### config.mk
export PLATFORM = sky130hd
export DESIGN_NAME = dual_op_alu
export DESIGN_NICKNAME = d
export VERILOG_FILES = /design/src/rtl/alu2_pkg.sv /design/src/rtl/alu2_addsub.sv /design/src/rtl/alu2_bcd.sv /design/src/rtl/alu2_flagreg.sv /design/src/rtl/dual_op_alu.sv
export SDC_FILE = /design/constraint.sdc
export NUM_CORES = 1
export LEC_CHECK = 0
export ABC_AREA = 1
export CAP_MARGIN = 30
export CELL_PAD_IN_SITES_DETAIL_PLACEMENT = 1
export CELL_PAD_IN_SITES_GLOBAL_PLACEMENT = 1
export CORE_MARGIN = 10
export CORE_UTILIZATION = 41
export DETAILED_ROUTE_END_ITERATION = 8
export GPL_TIMING_DRIVEN = 0
export PLACE_DENSITY_LB_ADDON = 0.1
export SYNTH_ARGS = -nofsm -noshare
export SYNTH_HDL_FRONTEND = slang
export SYNTH_HIERARCHICAL = 1
export SYNTH_SLANG_ARGS = --single-unit
### constraint.sdc
create_clock -name clk -period 22.1 [get_ports clk]
set_input_delay 3.315 -clock clk [delete_from_list [all_inputs] [get_ports clk]]
set_output_delay 3.315 -clock clk [all_outputs]
set_load 0.02 [all_outputs]
### src/rtl/alu2_pkg.sv
package alu2_pkg;
  localparam int unsigned AW  = 20;
  localparam int unsigned WW  = 16;
  localparam int unsigned BW  = 8;
  localparam int unsigned NW  = 4;
  localparam int unsigned NDIG = AW / NW;

  typedef logic [4:0] bitidx_t;

  typedef enum logic [3:0] {
    OP_MOV = 4'd0, OP_ADD = 4'd1, OP_ADDC = 4'd2, OP_SUB = 4'd3,
    OP_SUBC = 4'd4, OP_CMP = 4'd5, OP_DADD = 4'd6, OP_BIT = 4'd7,
    OP_BIC = 4'd8, OP_BIS = 4'd9, OP_XOR = 4'd10, OP_AND = 4'd11
  } alu_op_e;

  typedef struct packed {
    logic v;
    logic n;
    logic z;
    logic c;
  } flags_t;

  typedef struct packed {
    logic [AW-1:0] r;
    logic          c;
    logic          v;
  } sum_t;

  function automatic logic [AW-1:0] wmask(input logic [1:0] w);
    case (w)
      2'd0:    return {{(AW-BW){1'b0}}, {BW{1'b1}}};
      2'd1:    return {{(AW-WW){1'b0}}, {WW{1'b1}}};
      default: return {AW{1'b1}};
    endcase
  endfunction

  function automatic bitidx_t wmsb(input logic [1:0] w);
    case (w)
      2'd0:    return bitidx_t'(BW - 1);
      2'd1:    return bitidx_t'(WW - 1);
      default: return bitidx_t'(AW - 1);
    endcase
  endfunction

  function automatic sum_t bin_add(input logic [AW-1:0] a, input logic [AW-1:0] b,
                                   input logic ci, input logic [1:0] w);
    logic [AW-1:0] m;
    logic [AW:0]   s;
    bitidx_t       t;
    sum_t          o;
    m   = wmask(w);
    t   = wmsb(w);
    s   = {1'b0, a & m} + {1'b0, b & m} + {{AW{1'b0}}, ci};
    o.r = s[AW-1:0] & m;
    o.c = s[t + 5'd1];
    o.v = (a[t] == b[t]) && (o.r[t] != a[t]);
    return o;
  endfunction

  function automatic sum_t bcd_add(input logic [AW-1:0] a, input logic [AW-1:0] b,
                                   input logic ci, input logic [1:0] w);
    logic        c;
    logic [NW:0] t;
    int unsigned nd;
    sum_t        o;
    nd  = (w == 2'd0) ? BW / NW : (w == 2'd1) ? WW / NW : NDIG;
    c   = ci;
    o.r = '0;
    for (int unsigned k = 0; k < NDIG; k++) begin
      if (k < nd) begin
        t = {1'b0, a[k*NW +: NW]} + {1'b0, b[k*NW +: NW]} + {{NW{1'b0}}, c};
        if (t > (NW+1)'(9)) begin
          t = t + (NW+1)'(6);
          c = 1'b1;
        end else begin
          c = 1'b0;
        end
        o.r[k*NW +: NW] = t[NW-1:0];
      end
    end
    o.c = c;
    o.v = 1'b0;
    return o;
  endfunction
endpackage

### src/rtl/alu2_addsub.sv
module alu2_addsub
  import alu2_pkg::*;
(
  input  logic [3:0]    op_i,
  input  logic [1:0]    wsel_i,
  input  logic [AW-1:0] src_i,
  input  logic [AW-1:0] dst_i,
  input  logic          cin_i,
  output sum_t          sum_o
);
  logic          invert;
  logic          carry_in;
  logic [AW-1:0] b_opnd;

  always_comb begin
    invert   = (op_i == OP_SUB) || (op_i == OP_SUBC) || (op_i == OP_CMP);
    carry_in = ((op_i == OP_ADDC) || (op_i == OP_SUBC)) ? cin_i :
               ((op_i == OP_SUB) || (op_i == OP_CMP));
    b_opnd   = invert ? ~src_i : src_i;
  end

  assign sum_o = bin_add(dst_i, b_opnd, carry_in, wsel_i);
endmodule

### src/rtl/alu2_bcd.sv
module alu2_bcd
  import alu2_pkg::*;
(
  input  logic [1:0]    wsel_i,
  input  logic [AW-1:0] src_i,
  input  logic [AW-1:0] dst_i,
  input  logic          cin_i,
  output sum_t          sum_o
);
  assign sum_o = bcd_add(src_i, dst_i, cin_i, wsel_i);
endmodule

### src/rtl/alu2_flagreg.sv
module alu2_flagreg
  import alu2_pkg::*;
(
  input  logic   clk,
  input  logic   rst_n,
  input  logic   load_i,
  input  flags_t nxt_i,
  output flags_t q_o
);
  always_ff @(posedge clk or negedge rst_n) begin
    if (!rst_n)      q_o <= '0;
    else if (load_i) q_o <= nxt_i;
  end
endmodule

### src/rtl/dual_op_alu.sv
module dual_op_alu
  import alu2_pkg::*;
(
  input  logic          clk,
  input  logic          rst_n,
  input  logic [3:0]    op_i,
  input  logic [1:0]    wsel_i,
  input  logic [AW-1:0] src_i,
  input  logic [AW-1:0] dst_i,
  input  logic          cin_i,
  input  logic          flag_en_i,
  output logic [AW-1:0] res_o,
  output logic          wb_o,
  output logic          v_o,
  output logic          n_o,
  output logic          z_o,
  output logic          c_o
);
  sum_t          as_sum;
  sum_t          bcd_sum;
  logic [AW-1:0] mask;
  bitidx_t       msb;
  logic [AW-1:0] s_m;
  logic [AW-1:0] d_m;
  logic [AW-1:0] res;
  logic          flag_touch;
  logic          res_zero;
  logic          v_nxt;
  logic          c_nxt;
  flags_t        flags_nxt;
  flags_t        flags_q;

  alu2_addsub u_addsub (
    .op_i(op_i), .wsel_i(wsel_i), .src_i(src_i), .dst_i(dst_i),
    .cin_i(cin_i), .sum_o(as_sum)
  );

  alu2_bcd u_bcd (
    .wsel_i(wsel_i), .src_i(src_i), .dst_i(dst_i),
    .cin_i(cin_i), .sum_o(bcd_sum)
  );

  assign mask     = wmask(wsel_i);
  assign msb      = wmsb(wsel_i);
  assign s_m      = src_i & mask;
  assign d_m      = dst_i & mask;
  assign res_zero = (res == '0);

  always_comb begin
    res        = '0;
    wb_o       = 1'b0;
    flag_touch = 1'b0;
    v_nxt      = 1'b0;
    c_nxt      = 1'b0;
    case (op_i)
      OP_MOV: begin res = s_m; wb_o = 1'b1; end
      OP_ADD, OP_ADDC, OP_SUB, OP_SUBC, OP_CMP: begin
        res        = as_sum.r;
        wb_o       = (op_i != OP_CMP);
        flag_touch = 1'b1;
        v_nxt      = as_sum.v;
        c_nxt      = as_sum.c;
      end
      OP_DADD: begin
        res        = bcd_sum.r;
        wb_o       = 1'b1;
        flag_touch = 1'b1;
        v_nxt      = bcd_sum.v;
        c_nxt      = bcd_sum.c;
      end
      OP_BIT, OP_AND: begin
        res        = s_m & d_m;
        wb_o       = (op_i == OP_AND);
        flag_touch = 1'b1;
        c_nxt      = ~res_zero;
      end
      OP_BIC: begin res = ~s_m & d_m; wb_o = 1'b1; end
      OP_BIS: begin res = s_m | d_m;  wb_o = 1'b1; end
      OP_XOR: begin
        res        = s_m ^ d_m;
        wb_o       = 1'b1;
        flag_touch = 1'b1;
        v_nxt      = s_m[msb] & d_m[msb];
        c_nxt      = ~res_zero;
      end
      default: ;
    endcase
  end

  assign flags_nxt = '{v: v_nxt, n: res[msb], z: res_zero, c: c_nxt};

  alu2_flagreg u_flags (
    .clk(clk), .rst_n(rst_n), .load_i(flag_en_i & flag_touch),
    .nxt_i(flags_nxt), .q_o(flags_q)
  );

  assign res_o = res;
  assign v_o   = flags_q.v;
  assign n_o   = flags_q.n;
  assign z_o   = flags_q.z;
  assign c_o   = flags_q.c;
endmodule

# After elaboration in Yosys (flattened, before gate mapping)

Cells that the tools add are included.

Flip-flop bits (word level): 4
Input bits: 50
Output and inout port bits: 25
Logic and storage cells: 120

Add/sub/neg operators: 18
Order comparisons: 12
Eq/ne operators: 15
Mux-type cells: 45
Bitwise gates (word level): 13
Reduce and logical (&&, ||, !) cells: 13

Operator list:

| operator                                                              | number |
|---|---|
| 20-bit case mux with 7 select lines                                   | 1 |
| 20-bit bitwise AND                                                    | 6 |
| 1-bit by 32-bit < comparator with 1-bit output (first input constant) | 2 |
| 2-bit by 32-bit < comparator with 1-bit output (first input constant) | 2 |
| 4-bit two-way mux                                                     | 10 |
| 20-bit NOT                                                            | 2 |
| 20-bit case mux with 2 select lines                                   | 1 |
| 1-bit binary-select mux with 5-bit select                             | 7 |
| 3-bit by 32-bit < comparator with 1-bit output (first input constant) | 1 |
| 32-bit two-way mux                                                    | 1 |
| 4-bit by 4-bit adder with 5-bit output                                | 5 |
| 5-bit by 1-bit adder with 5-bit output                                | 5 |
| 5-bit by 4-bit > comparator with 1-bit output (second input constant) | 5 |
| 20-bit by 20-bit adder with 21-bit output                             | 1 |
| 21-bit by 1-bit adder with 21-bit output                              | 1 |
| 4-bit by 3-bit adder with 4-bit output (second input constant)        | 5 |
| 20-bit logical NOT                                                    | 1 |
| 1-bit two-way mux                                                     | 20 |
| 20-bit two-way mux                                                    | 1 |
| 20-bit bitwise OR                                                     | 1 |
| 20-bit XOR                                                            | 1 |
| 4-bit by 3-bit == test with 1-bit output (second input constant)      | 4 |
| 4-bit == test (second input constant)                                 | 4 |
| 5-bit by 6-bit < comparator with 1-bit output (second input constant) | 2 |
| other kinds (20)                                                      | 27 |

# Logic depth before layout (Yosys ltp)

Gate-level depths: netlist of run 1.

Word-level depth: 25
Depth in mapped cells: 66
Gate-level depth less buffers: 66

# Hierarchy

The synthesis of run 1 kept the hierarchy.

By module, submodules not included:

| module       | times used | cells each | area each (um^2) | seq. area each (um^2) |
|---|---|---|---|---|
| dual_op_alu  | 1          | 460        | 2118.3           | 0.0 |
| alu2_addsub  | 1          | 319        | 1727.9           | 0.0 |
| alu2_bcd     | 1          | 218        | 1295.0           | 0.0 |
| alu2_flagreg | 1          | 17         | 148.9            | 100.1 |

# Worst setup path after synthesis of run 1

Ideal clock, no wire load.

Path type: input to output
Start: input port src_i[0]
End: output port res_o[19]
Arrival time: 11.652 ns
Data required time: 18.785 ns
Path slack: 7.133 ns
Stages on the path: 57
Buffers on the path: 0
Cells stage by stage: fa_1 -> fa_1 -> xnor2_1 -> ha_1 -> a21oi_1 -> a31oi_1 -> nand2_1 -> nand2_2 -> inv_1 -> fa_1 -> inv_1 -> fa_1 -> inv_1 -> ha_1 -> inv_1 -> nand2_1 -> inv_1 -> nand2_1 -> (+21 left out) -> fa_1 -> inv_1 -> fa_1 -> xnor2_1 -> ha_1 -> nand2_1 -> a21boi_1 -> nand2_1 -> nand2_2 -> nand3_1 -> nand2_1 -> inv_1 -> nand3_1 -> nand2_1 -> nor2_1 -> nand2_1 -> nor2_1 -> inv_1

RTL lines:

| element     | RTL line          | text |
|---|---|---|
| from (decl) | dual_op_alu.sv:8  | `input logic [AW-1:0] src_i,` |
| to (decl)   | dual_op_alu.sv:12 | `output logic [AW-1:0] res_o,` |

==> summary.txt, run 1 <==
Result of the run = finished, final reports clean
Utilization of the core after routing = 0.501
Register name with the most flops = u_flags/q_o
Footprint of the flip-flops and latches = 100 um^2
Type of the worst setup path = in2out
CTS max path bufs = 2
Antenna violations before repair = 0
Remaining global-route overflow = 0
Number of enable flip-flop cells after synthesis = 0
Master cell of the clock root buffer = clkbuf_16
Critical Path Most Common Cell = nand2_1
Post-synthesis cell type count = 46
Final cycle utilization of the critical path = 0.790
Count of nets left with antenna violations after detail routing = 0
Peak per-stage delay on the critical path = 0.56 ns
Main synth FF type = dfrtp_1
Hold Crit Class = reg2reg
DPL Wire Length = 18400 um
Footprint of the multi-input gates = 4420 um^2
Drt first-iter violations = 370
Synthesis Warnings = 6
Per-cell routed wire length = 17.3 um
Insertion delay of the later-clocked pin in the worst-skew pair = 0.22 ns
Power per Cell Area = 41.2 nW/um^2
Fraction of power spent switching nets = 0.565
Maximum clock frequency = 0.0572 GHz
Global-route wire length before repair = 35300 um
Cell area after technology mapping = 5290 um^2
Post-CTS setup-driven buffer insertion count = 0
Final WL = 21800 um
Register-to-register path setup slack = 21.47 ns
Post-route DRC violation count = 0
Die ar. = 17800 um^2
Total negative slack for setup checks = 0 ns
Reg-to-reg startpoint = u_flags/q_o[0]
Via count of the first global-routing pass = 6695
Number of gates given a new drive strength after cts = 0
Count of pins on the block boundary = 75
Critical Path Sink Type = output port
Share of async-settable or async-resettable flops after synthesis = 1.00
Core Footprint = 12600 um^2
Worst endpoint data arrival time = 14.15 ns
Hold Crit Depth = 2
Effective utilization at floorplan = 0.419
Destination of the worst register-to-register timing path = u_flags/q_o[0]
Static leakage = 0.00366 uW
TritonCTS clock tree = done
Slew @ Worst Pin = 0.786 ns
Clk pin slew, worst setup/hold paths = 0.03 ns
Clock period minus worst slack = 17.47 ns
Number of flip-flops in the largest register = 4
Synthesized net count = 1136
Level count of the clock H-tree = 1
Startpoint class of the critical path = input port
Number of detailed-routing iterations run before antenna repair = 5
Mean Syn Cell Area = 5.22 um^2
Setup repair after global routing missed its margin = no
Slew Limit Headroom = 0.474
Critical Path Slowest Stage Cell = clkdlybuf4s50_1
Final hold violations = 0
Logic depth of the worst register-to-register path = 2
Combinational fraction of design power = 0.858
TritonCTS buffer count = 3
Largest regs = u_flags/q_o: 4 flops
Count of antenna diodes in the layout = 0
Max Cap Viol = 0
Number of setup violations in the final report = 0
Post-detailed-route via-to-cell ratio = 5.27
Number of fill cells = 1917
Die Height = 134 um
Fraction of power consumed by sequential logic = 0.035
Post-layout nets = 1215
Hold buffer count at CTS = 0
# clock sinks = 4
Maximum fanout along the worst path = 6
Maximum number of pins on one net before global-route repair = 15
Req. time, crit path = 18.78 ns
Number of max-slew violations in the final report = 0
Synth Instances = 1014
Hold Crit Start = u_flags/q_o[1]
Total global-route track usage = 0.239
Final worst clock skew = 0 ns
Share of cells above drive strength 1 = 0.0605
Peak VDD IR = 0.0195 mV
Synth Register Bits = 4
Row count = 41
P_sw = 147 uW
Area Overhead vs Synth = 19.5%
Hold Crit Endpoint = u_flags/q_o[1]
Final weighted congestion of routability-driven global placement = 0.933
Number of vias after detailed routing = 6654
Proportion of synthesized chip area in sequential cells = 0.0189
Horizontal die dimension = 134 um
Clock share of power = 0.107
Int Pwr = 113 uW
Input/output buffers = 74
==> power groups by stage <==
stage / sequential (uW) / combinational (uW) / clock, uW
after floorplan: 10.5 / 142 / 0
final: 9.12 / 223 / 27.9
after CTS: 9.14 / 222 / 28.4
after global routing: 9.22 / 249 / 29.4
after global placement: 9.06 / 214 / 0
after detailed placement: 9.12 / 219 / 0
==> critical path: cells and delay by family <==
kind,cells,cell delay [ns]
buffers and inverters,12,1.77
AO/OA/AOI/OAI,6,0.74
adder cells (fa/ha/maj),15,4.93
AND/OR/NAND/NOR,22,2.26
XOR/XNOR,4,1.15
==> routing by layer <==
layer,part of all wire,vias to the layer above,track usage,wire length (um)
met2,0.47,155,0.408,10300
met5,0,-,0,0
met1,0.46,3148,0.323,10100
li1,-,3327,-,-
met4,0.015,0,0.0447,325
met3,0.050,24,0.0150,1080
==> worst max-delay path by stage <==
| stage | startpoint | to | slack [ns] | depth (start not counted) |
|---|---|---|---|---|
| after floorplan | src_i[0] | res_o[19] | 7.13 | 57 |
| after global placement | src_i[0] | res_o[19] | 4.95 | 59 |
| after detailed placement | src_i[0] | res_o[17] | 4.71 | 57 |
| after CTS | src_i[0] | res_o[17] | 4.64 | 57 |
| after global routing | src_i[0] | res_o[19] | 3.75 | 59 |
| final | src_i[0] | res_o[19] | 4.63 | 59 |
==> per-stage QoR <==
step	power, uW	cells	setup WS [ns]	instance area, um^2	hold slack [ns]
4_1_cts	259	1263	4.64	6320	0.474
5_1_grt	288	1263	3.75	6320	0.503
3_3_place_gp	224	1260	4.95	6250	0.457
2_1_floorplan	153	1014	7.13	5290	0.576
6_report	260	1263	4.63	6320	0.472
3_5_place_dp	228	1260	4.71	6250	0.463
==> cell usage after synthesis (2+ instances only) <==
| library cell | count | share of area |
|---|---|---|
| a21boi_0 | 2 | 0.0028 |
| a21boi_1 | 2 | 0.0028 |
| a21o_1 | 5 | 0.0071 |
| a21oi_1 | 41 | 0.039 |
| a21oi_2 | 2 | 0.0033 |
| a31oi_1 | 5 | 0.0059 |
| and2_1 | 2 | 0.0024 |
| buf_2 | 15 | 0.014 |
| buf_4 | 3 | 0.0043 |
| clkbuf_1 | 4 | 0.0028 |
| dfrtp_1 | 4 | 0.019 |
| fa_1 | 12 | 0.045 |
| ha_1 | 60 | 0.14 |
| inv_1 | 164 | 0.12 |
| inv_2 | 8 | 0.0057 |
| nand2_1 | 328 | 0.23 |
| nand2_2 | 14 | 0.017 |
| nand3_1 | 109 | 0.10 |
| nand3_2 | 2 | 0.0038 |
| nand3b_1 | 14 | 0.020 |
| nand4_1 | 6 | 0.0071 |
| nor2_1 | 120 | 0.085 |
| nor2_2 | 11 | 0.013 |
| nor2_4 | 2 | 0.0043 |
| nor3_1 | 4 | 0.0038 |
| o21ai_0 | 28 | 0.026 |
| o21ai_1 | 3 | 0.0028 |
| o21ai_2 | 2 | 0.0033 |
| o21bai_1 | 5 | 0.0071 |
| xnor2_1 | 11 | 0.018 |
| xor2_1 | 11 | 0.018 |
==> kinds of logic (layout without fill, tap and decap cells) <==
family          after synthesis  after routing  share of synthesized area
compound gates              103            103                      0.113
xor+xnor                     23             23                     0.0395
fa+ha+maj                    72             72                      0.187
buf+inv                     196            273                      0.145
flops                         4              4                     0.0189
other cells                   1              1                   0.000709
simple gates                615            615                      0.496
==> placed cells by master (no fill, tap or decap), drive strengths merged, types with 2 or more instances in the layout <==
| cell type | count |
|---|---|
| clkdlybuf4s50 | 74 |
| and2 | 2 |
| dfrtp | 4 |
| nand2 | 342 |
| a21o | 6 |
| xor2 | 12 |
| a21boi | 4 |
| a21oi | 43 |
| a31oi | 5 |
| o21bai | 5 |
| xnor2 | 11 |
| nand4 | 6 |
| fa | 12 |
| inv | 172 |
| o21ai | 33 |
| buf | 19 |
| nor3 | 5 |
| nand3 | 111 |
| ha | 60 |
| nand3b | 14 |
| clkbuf | 7 |
| nor2 | 133 |
==> area by class of cell <==
| type | instances | share of cell area |
|---|---|---|
| Inverter | 173 | 0.103 |
| Multi-Input combinational cell | 814 | 0.700 |
| Buffer | 23 | 0.0184 |
| Tap cell | 172 | 0.0340 |
| Clock buffer | 3 | 0.0119 |
| Timing Repair Buffer | 74 | 0.117 |
| Sequential cell | 4 | 0.0158 |
No activity file was read; power rests on OpenSTA's default activity.
==> run 2, diff against run 1 <==
CORE_UTILIZATION = 34   (was 41)
clock period = 15.2 ns   (was 22.1 ns; I/O delays follow)
==> run 2 against run 1 <==
  * Die area rose by 17%
  * Final cell count rose by 1.3%
  * Final area rose by 1.1%
  * Worst setup slack got worse by 3.9 ns
  * Sequential share of layout area barely moved
  * Power rose by 46%
  * Core utilization fell by 8.0 points
  * Routed wire length rose by 1.6%
  * First-iteration DRC count fell by 11%
  * Flip-flop and latch count did not move
  * Clock power rose by 45%
  * Clock-buffer cell count did not move
  * Critical path type unchanged
  * Critical endpoint is now res_o[17]
  * Largest cell class unchanged
  * Largest power group unchanged
==> summary.txt, run 2 (synthesis results as in run 1) <==
Via count of the first global-routing pass = 6372 (-4.8%)
Maximum fanout along the worst path = 6 (unchanged)
Die Height = 145 um (+8.3%)
Final standard cell count with taps included and fillers excluded = 1280 (+1.3%)
Row count = 45 (+9.8%)
Final worst clock skew = 0 ns (unchanged)
Drt first-iter violations = 331 (-11%)
Buffer and inverter count on the worst path = 13 (+1)
Slew @ Worst Pin = 0.826 ns (+0.0398 ns)
Hold Crit Class = reg2reg
Req. time, crit path = 12.92 ns (-5.86 ns)
Power per Cell Area = 59.5 nW/um^2 (+45%)
Clock share of power = 0.106 (about the same)
TritonCTS buffer count = 3 (unchanged)
Static leakage = 0.00372 uW (+1.8%)
P_sw = 214 uW (+45%)
Pre-CTS worst setup slack = -0.0871 ns (-4.80 ns)
Hold buffer count at CTS = 0 (unchanged)
Post-route DRC violation count = 0 (unchanged)
Int Pwr = 167 uW (+47%)
Maximum clock frequency = 0.0692 GHz
Remaining global-route overflow = 0 (unchanged)
Die ar. = 20900 um^2 (+17%)
Number of fill cells = 2209 (+15%)
Antenna violations before repair = 0 (unchanged)
Max Cap Viol = 0 (unchanged)
Setup repair after global routing missed its margin = no
Fraction of power consumed by sequential logic = 0.034 (about the same)
Count of antenna diodes in the layout = 0 (unchanged)
TritonCTS clock tree = done
Worst setup margin = 0.757 ns (-3.88 ns)
Number of vias after detailed routing = 6604 (-0.75%)
Power after layout = 380 uW (+46%)
CTS max path bufs = 2 (unchanged)
Most frequent standard cell in the layout excluding fill and tap cells = nand2_1
Effective utilization at floorplan = 0.348 (-0.0712)
Peak VDD IR = 0.0434 mV (+120%)
Maximum number of pins on one net before global-route repair = 15 (unchanged)
Number of flip-flops in the largest register = 4 (unchanged)
Number of detailed-routing iterations run before antenna repair = 5 (unchanged)
Largest regs = u_flags/q_o: 4 flops
Share of cells above drive strength 1 = 0.0696 (+0.00910)
Global-route wire length before repair = 34300 um (-2.9%)
Leading cell types in the layout, fill and taps excluded = 327 x nand2_1, 164 x inv_1, 119 x nor2_1
Clock period minus worst slack = 14.44 ns
Critical Path Sink Type = output port
Total global-route track usage = 0.206 (-0.0324)
Input/output buffers = 74 (unchanged)
Post-layout nets = 1216 (+0.082%)
Critical Path Slowest Stage Cell = fa_2
Number of setup violations in the final report = 0 (unchanged)
Total negative slack for setup checks = 0 ns (unchanged)
Result of the run = finished, final reports clean
Dominant delay contributor by cell family on the critical path = adder cells
Final instance area = 6390 um^2 (+1.1%)
Type of the worst setup path = in2out
Level count of the clock H-tree = 1 (unchanged)
Insertion delay of the later-clocked pin in the worst-skew pair = 0.22 ns (about the same)
Number of max-slew violations in the final report = 0 (unchanged)
DPL Wire Length = 18900 um (+2.7%)
Worst endpoint data arrival time = 12.16 ns (-1.99 ns)
Area Overhead vs Synth = 20.8%
Post-detailed-route via-to-cell ratio = 5.16 (-2.1%)
Final cycle utilization of the critical path = 0.950
# clock sinks = 4 (unchanged)
Count of nets left with antenna violations after detail routing = 0 (unchanged)
Count of pins on the block boundary = 75 (unchanged)
Total placed cells including tap cells = 1276 (+1.3%)
Horizontal die dimension = 145 um (+8.3%)
Clk pin slew, worst setup/hold paths = 0.03 ns (about the same)
Final weighted congestion of routability-driven global placement = 0.923 (-1.1%)
Per-cell routed wire length = 17.3 um (+0.24%)
Final WL = 22200 um (+1.6%)
Final hold violations = 0 (unchanged)
Slew Limit Headroom = 0.448 (-0.0266)
Startpoint class of the critical path = input port
Master cell of the clock root buffer = clkbuf_16
Placement Cell Area = 6270 um^2 (+0.32%)
Peak per-stage delay on the critical path = 0.55 ns (about the same)
Register name with the most flops = u_flags/q_o
Combinational fraction of design power = 0.860 (+0.002)
Core Footprint = 15200 um^2 (+20%)
Fraction of power spent switching nets = 0.562 (-0.00321)
==> run 2: cell count changes in the layout (fill, tap and decap cells not counted), sizes merged <==
cell	before	now
buf	19	20
clkbuf	7	8
clkdlybuf4s50	74	70
dlymetal6s2s	0	3
==> run 2: metal layers <==
layer	track usage	routed length (um)	vias up
li1	-	-	3342
met1	0.288	10700	3123
met2	0.355	10300	129
met3	0.0104	988	10
met4	0.0165	171	0
met5	0	0	-
==> run 2: worst reg2reg max path: stages, from the launching register on <==
cell and delay [ns]:
dfrtp_1 0.36, nand2_1 0.07, nand2_1 0.05
==> run 2: worst paths after layout <==
path	cells after the start	to	start	slack [ns]
worst max-delay path	58	res_o[17]	dst_i[0]	0.76
worst min-delay path	2	u_flags/q_o[1]	u_flags/q_o[1]	0.47
worst max register to register	2	u_flags/q_o[0]	u_flags/q_o[0]	14.60
worst min register to register	2	u_flags/q_o[1]	u_flags/q_o[1]	0.47
max in group asynchronous	1	u_flags/q_o[1]	rst_n	12.76
min in group asynchronous	1	u_flags/q_o[2]	rst_n	2.27
==> run 2: power groups by stage <==
stage               clock network [uW]  registers [uW]  logic [uW]
floorplan                            0            15.2         207
global placement                     0            13.2         317
detailed placement                   0            13.2         321
CTS                               41.1            13.1         325
global route                      43.2            13.4         365
finish                            40.4            13.1         327
==> run 2: stage by stage <==
| stage | utilization | hold slack [ns] |
|---|---|---|
| 2_1_floorplan | - | 0.576 |
| 3_3_place_gp | 0.412 | 0.462 |
| 3_5_place_dp | 0.412 | 0.465 |
| 4_1_cts | 0.419 | 0.478 |
| 5_1_grt | 0.420 | 0.500 |
| 6_report | 0.420 | 0.472 |
==> run 2: cell type report <==
| cell class | instances | area [um^2] | share of cell area |
|---|---|---|---|
| Timing Repair Buffer | 75 | 751 | 0.117 |
| Buffer | 23 | 116 | 0.0182 |
| Sequential cell | 4 | 100 | 0.0157 |
| Tap cell | 188 | 235 | 0.0368 |
| Inverter | 173 | 649 | 0.102 |
| Clock buffer | 3 | 75.1 | 0.0117 |
| Multi-Input combinational cell | 814 | 4460 | 0.699 |
==> run 2: what timing repair did <==
action / 4_1_cts / 5_1_grt
resized for setup: 3 / 12
pin swaps: 0 / 1
gates cloned: 0 / 0
setup buffers: 0 / 1
endpoints found under the setup margin: 3 / 3
